## config.mk

```make
export PLATFORM = sky130hd
export DESIGN_NAME = sbus_datapath
export DESIGN_NICKNAME = d
export VERILOG_FILES = /design/src/rtl/sbus_datapath.sv
export SDC_FILE = /design/constraint.sdc
export NUM_CORES = 2
export LEC_CHECK = 0
export ABC_CLOCK_PERIOD_IN_PS = 7000
export BUFFER_PORTS_ARGS = -buffer_cell sky130_fd_sc_hd__buf_4
export CELL_PAD_IN_SITES_DETAIL_PLACEMENT = 1
export CELL_PAD_IN_SITES_GLOBAL_PLACEMENT = 2
export CORE_ASPECT_RATIO = 0.7
export CORE_MARGIN = 2
export CORE_UTILIZATION = 25
export CTS_CLUSTER_DIAMETER = 40
export DETAILED_ROUTE_END_ITERATION = 10
export PLACE_DENSITY_LB_ADDON = 0.15
export SYNTH_ARGS = -nofsm -noshare
export SYNTH_HDL_FRONTEND = slang
export SYNTH_SLANG_ARGS = --single-unit
```

## constraint.sdc

```tcl
create_clock -name clk -period 7 [get_ports clk]
set_input_delay 1.75 -clock clk [delete_from_list [all_inputs] [get_ports clk]]
set_output_delay 1.75 -clock clk [all_outputs]
set_load 0.02 [all_outputs]
```

## src/rtl/sbus_datapath.sv

```systemverilog
`timescale 1ns/1ps
module sbus_datapath #(
  parameter int XLEN = 32,
  parameter int NREG = 32,
  parameter logic [31:0] RESET_PC = 32'h0
) (
  input  logic            clk,
  input  logic            rst_n,
  input  logic            imm_en,
  input  logic            reg_en,
  input  logic            alu_en,
  input  logic            mem_en,
  input  logic            ir_ld,
  input  logic            a_ld,
  input  logic            b_ld,
  input  logic            ma_ld,
  input  logic            reg_wr,
  input  logic [1:0]      reg_sel,
  input  logic [1:0]      imm_sel,
  input  logic [3:0]      alu_op,
  input  logic [XLEN-1:0] mem_rdata,
  input  logic            mem_busy,
  output logic [XLEN-1:0] mem_addr,
  output logic            mem_req,
  output logic [XLEN-1:0] bus_o,
  output logic [6:0]      opcode,
  output logic [2:0]      funct3,
  output logic            cond,
  output logic            busy,
  output logic            base_len_ok
);
  localparam int RIDX_W = $clog2(NREG + 1);
  localparam int PC_IDX = NREG;
  localparam int SHW    = $clog2(XLEN);

  logic [31:0]       ir_q;
  logic [XLEN-1:0]   a_q, b_q, ma_q;
  logic              req_q;
  logic [XLEN-1:0]   rf [0:NREG];
  logic [RIDX_W-1:0] ridx;
  logic [XLEN-1:0]   rf_rd, imm_v, alu_y;
  logic [SHW-1:0]    sh;
  logic              lt_s;

  always_comb begin
    case (reg_sel)
      2'd0:    ridx = RIDX_W'(ir_q[11:7]);
      2'd1:    ridx = RIDX_W'(ir_q[19:15]);
      2'd2:    ridx = RIDX_W'(ir_q[24:20]);
      default: ridx = RIDX_W'(PC_IDX);
    endcase
  end

  assign rf_rd = (ridx == '0) ? '0 : rf[ridx];

  always_comb begin
    case (imm_sel)
      2'd0:    imm_v = XLEN'({{20{ir_q[31]}}, ir_q[31:20]});
      2'd1:    imm_v = XLEN'({{12{ir_q[31]}}, ir_q[19:12], ir_q[20], ir_q[30:21], 1'b0});
      2'd2:    imm_v = XLEN'({{20{ir_q[31]}}, ir_q[7], ir_q[30:25], ir_q[11:8], 1'b0});
      default: imm_v = '0;
    endcase
  end

  assign sh   = b_q[SHW-1:0];
  assign lt_s = $signed(a_q) < $signed(b_q);

  always_comb begin
    case (alu_op)
      4'd0:    alu_y = a_q + b_q;
      4'd1:    alu_y = a_q - b_q;
      4'd2:    alu_y = a_q & b_q;
      4'd3:    alu_y = a_q | b_q;
      4'd4:    alu_y = a_q ^ b_q;
      4'd5:    alu_y = XLEN'(lt_s);
      4'd6:    alu_y = XLEN'(a_q < b_q);
      4'd7:    alu_y = a_q << sh;
      4'd8:    alu_y = a_q >> sh;
      4'd9:    alu_y = XLEN'($signed(a_q) >>> sh);
      4'd10:   alu_y = a_q;
      4'd11:   alu_y = a_q + XLEN'(4);
      4'd12:   alu_y = a_q - XLEN'(4);
      4'd13:   alu_y = XLEN'(a_q == b_q);
      4'd14:   alu_y = XLEN'(a_q != b_q);
      default: alu_y = XLEN'(!lt_s);
    endcase
  end

  assign bus_o = ({XLEN{imm_en}} & imm_v) | ({XLEN{reg_en}} & rf_rd)
               | ({XLEN{alu_en}} & alu_y) | ({XLEN{mem_en}} & mem_rdata);

  always_ff @(posedge clk or negedge rst_n) begin
    if (!rst_n) begin
      ir_q  <= '0;
      a_q   <= '0;
      b_q   <= '0;
      ma_q  <= '0;
      req_q <= 1'b0;
    end else begin
      if (ir_ld) ir_q <= bus_o[31:0];
      if (a_ld)  a_q  <= bus_o;
      if (b_ld)  b_q  <= bus_o;
      if (ma_ld) ma_q <= bus_o;
      req_q <= ma_ld;
    end
  end

  always_ff @(posedge clk or negedge rst_n) begin
    if (!rst_n) begin
      for (int i = 0; i <= NREG; i++)
        rf[i] <= (i == PC_IDX) ? XLEN'(RESET_PC) : '0;
    end else if (reg_wr && ridx != '0) begin
      rf[ridx] <= bus_o;
    end
  end

  assign mem_addr    = ma_q;
  assign mem_req     = req_q;
  assign busy        = req_q | mem_busy;
  assign cond        = |alu_y;
  assign opcode      = ir_q[6:0];
  assign funct3      = ir_q[14:12];
  assign base_len_ok = &ir_q[1:0];
endmodule

```

==> parameters.txt <==
Parameter                              Value

GRT
  Vias in the first global route    59600
  Maximum number of pins on one net before global-route repair    158
  Wire length of the first global-routing pass    497 mm
  Number of antenna violations at the first check in global routing    31
  Overall Global Routing Usage    0.281
  Residual overflow from global routing    0

Die
  Chip Height    419 um
  Full die area    between 200000 and 300000 um2
  Row cnt    152
  Chip width    597 um
  Area of the core    245000 um2
  Top Ports    130
  Starting Density    0.251

Place
  Global placement routability congestion    0.978
  Placed wire-length estimate after detailed placement    about 250 mm
  Post-placement cell count    between 10000 and 15000
  Placement Setup Slack    -841 ps
  Number of port buffers    129

Cells and area
  Util after Layout    0.320
  Count of nets after finishing    7719
  Filler instances    28200
  Post-synthesis to final-layout area growth    27.3%
  Fraction of final layout cells with drive strength greater than 1    0.190
  Non-filler cells, final    10900

Drt
  Highest metal layer with signal wires    met5
  DRC Markers    0
  Wire per inst    32.7 um
  WL final    358 mm
  TritonRoute pass-1 iters    5
  Met1 wire length    roughly 180 mm
  Avg Vias per Cell    5.49
  Detailed-routed wire length on met2    ~140 mm
  Initial drt markers    6812
  Count of antenna-violating nets left after detailed routing    0
  Met3 layer wire length in the routed design    about 27 mm
  Via count    around 60000

Yosys
  Number of warnings reported in the yosys synthesis log    0
  Number of register bits inferred by synthesis    1185
  Yosys top cell area share    0.482
  Cells taking the most area after synthesis    dfrtp_1 48%, o21ai_0 9.8%, nand2_1 9.0%, clkbuf_1 3.5%, o22ai_1 3.1%
  Synthesized area    61600 um2
  Most common cell in the synthesized netlist    nand2_1
  Count of flip-flops with a built-in enable after synthesis    0
  Leading post-synthesis cells by instance count    1479 x nand2_1, 1204 x o21ai_0, 1185 x dfrtp_1, 581 x clkbuf_1, 410 x nor2_1
  Netlist cell types    98
  Number of standard cells after synthesis    7224
  Fraction of the yosys area taken by sequential cells    0.482
  Dominant synthesized flop cell    dfrtp_1
  Net count after synthesis    around 7400
  Dominant cell type by area after synthesis    dfrtp_1
  Avg Synthesized Cell Area    8.52 um2
  Post-synthesis async set-or-reset flop share    1.00

Clocking
  Post-CTS clock slew at the launch and capture registers of the worst setup and hold paths    60 ps
  Clock buffer count from CTS    191
  Total number of H-tree levels    4
  CTS tree    yes
  Buffer cell driving the clock tree root    clkbuf_16
  Skew-Pair Late Insertion Delay    880 ps
  Clock sink count    1185
  Maximum buffer depth of the clock tree    4

Power
  Overall power of the completed layout    0.0390 W
  Leakage    34.4 nW
  Ratio of total power to cell area    497 nW/um2
  Worst vdd rail ir drop    ~190 uV

Timing
  Layout Skew    114 ps
  Final total negative setup slack    -915 ps
  Setup repair after global routing missed its margin    true
  Tmin final    roughly 7700 ps
  Number of pins exceeding their max-slew limit in the final report    0
  Max-slew headroom at the worst pin    0.0688
  Hold Vio Cnt, Final    0
  Fmax achieved    130 MHz
  Final setup fails    3
  Minimum setup slack in the final design    -700 ps
  Slew at the pin closest to its max-slew limit    1380 ps
  Post-route fraction of the period consumed by the critical path    1.10

Setup path
  Worst-case reg-to-reg path depth    19
  CP delay by family, top    simple AND/OR/NAND/NOR gates
  Worst path max stage delay    570 ps
  R2R Setup Slk    1480 ps
  Launching point of the worst reg2reg path    a_q[7]
  Worst flop-to-flop path endpoint    rf[84]
  Critical-path top delay cell    dfrtp_4
  Critical path buffers and inverters    4
  Crit path launch type    flip-flop
  Cell-by-cell trace of the critical path    bufbuf_16 > bufbuf_16 > a21oi_1 > mux2i_1 > o211ai_1 > o21ai_1 > nor4_2 > nand2_1 > or4_4 > or4_4 > nor4b_4 > buf_4 > nand4_1 > buf_6
  Source of the critical timing path    b_q[0]
  Category of the critical setup timing path    flip-flop to output port
  Required time of the critical path    about 5300 ps
  Critical path data arrival time    5950 ps
  Critical Path Sink Type    output port
  Largest fanout on the critical path    20

Hold path
  WHS Endpoint    rf[1032]
  Number of stages on the worst hold path    0
  Worst hold path type    flip-flop to flip-flop
  Worst min-delay path startpoint    rf[1032]

Flow run
  Max-Cap Viols    0

Run status
  Run status    complete, but fails checks
  Failing checks    setup timing
where the power goes:
group,total [W],switching [W],internal (W)
Combinational,0.0174,0.0117,0.00573
Sequential,0.0115,0.00177,0.00971
Clock,0.0101,0.00375,0.00632
Total,0.0390,0.0172,0.0218
cell type report:
class	instances	area (um2)	share of cell area
antenna	4	10.0	0.000128
clock buffer	241	5350	0.0683
clock inverter	103	1340	0.0171
inverter	142	543	0.00693
multi-input combinational	5185	29800	0.381
sequential	1185	29700	0.379
tap	3234	4050	0.0517
timing repair buffer	854	7560	0.0965
routing by layer:
| layer | global-route usage | vias up |
|---|---|---|
| li1 | - | 26400 |
| met1 | 0.446 | 31300 |
| met2 | 0.386 | 2075 |
| met3 | 0.0572 | 345 |
| met4 | 0.0485 | 8 |
| met5 | 0 | - |
repair_timing:
action / CTS / global route
gates cloned: 2 / 2
setup buffers: 22 / 13
hold buffers: 0 / 0
pin swaps: 19 / 39
setup endpoints to repair: 16 / 19
endpoints found under the hold margin: 0 / 0
gates resized for setup: 68 / 95
logic make-up after synthesis:
family / after synthesis / share of synthesized area
AOI/OAI and AO/OA: 2504 / 0.240
and+or+nand+nor: 2394 / 0.165
buffers and inverters: 854 / 0.0551
xor gates and xnor gates: 37 / 0.00526
adders and majority gates: 108 / 0.0222
muxes: 142 / 0.0311
DFF: 1185 / 0.482
how the worst max path moves through the flow:
| stage | to | slack [ps] | depth (start not counted) |
|---|---|---|---|
| floorplan | cond | -210 | 18 |
| global placement | cond | -900 | 21 |
| detailed placement | cond | -840 | 21 |
| CTS | cond | -580 | 16 |
| global route | cond | -770 | 21 |
| finish | cond | -700 | 14 |
cells in the final DEF (no fill, tap or decap), drive strengths merged, types with 19 or more instances in the layout:
master | Yosys | final
nor4 | 75 | 75
o21ai | 1259 | 1259
clkbuf | 581 | 243
and2 | 19 | 19
o221ai | 49 | 49
a221oi | 47 | 47
o22ai | 306 | 306
buf | 131 | 850
clkinv | 3 | 42
bufinv | 0 | 24
ha | 106 | 106
nand3 | 119 | 119
a211oi | 58 | 58
o211ai | 48 | 48
nand2 | 1479 | 1479
nand4 | 49 | 49
nor3 | 89 | 89
a31oi | 100 | 100
a22oi | 32 | 32
mux2i | 74 | 74
inv | 139 | 161
and3 | 20 | 20
nand2b | 20 | 20
dfrtp | 1185 | 1185
mux4 | 34 | 34
o31ai | 21 | 21
nor2 | 410 | 410
nor2b | 27 | 27
mux2 | 34 | 34
a21oi | 336 | 336
a21o | 23 | 23
o2111ai | 23 | 23
xnor2 | 31 | 31
per-stage QoR:
| step | hold WS, ps | area, um2 |
|---|---|---|
| finish | 374 | 78300 |
| global route | 385 | 78300 |
| CTS | 375 | 77800 |
| detailed placement | 363 | 70600 |
| global placement | 360 | 70600 |
| floorplan | 424 | 61600 |
sequential cells by signal (all words and copies together) (netlist names):
| register | cells |
|---|---|
| mem_req | 1 |
| mem_addr | 32 |
| ir_q | 32 |
| rf | 1056 |
| a_q | 32 |
| b_q | 32 |
Power figures use the tool's default switching activity.
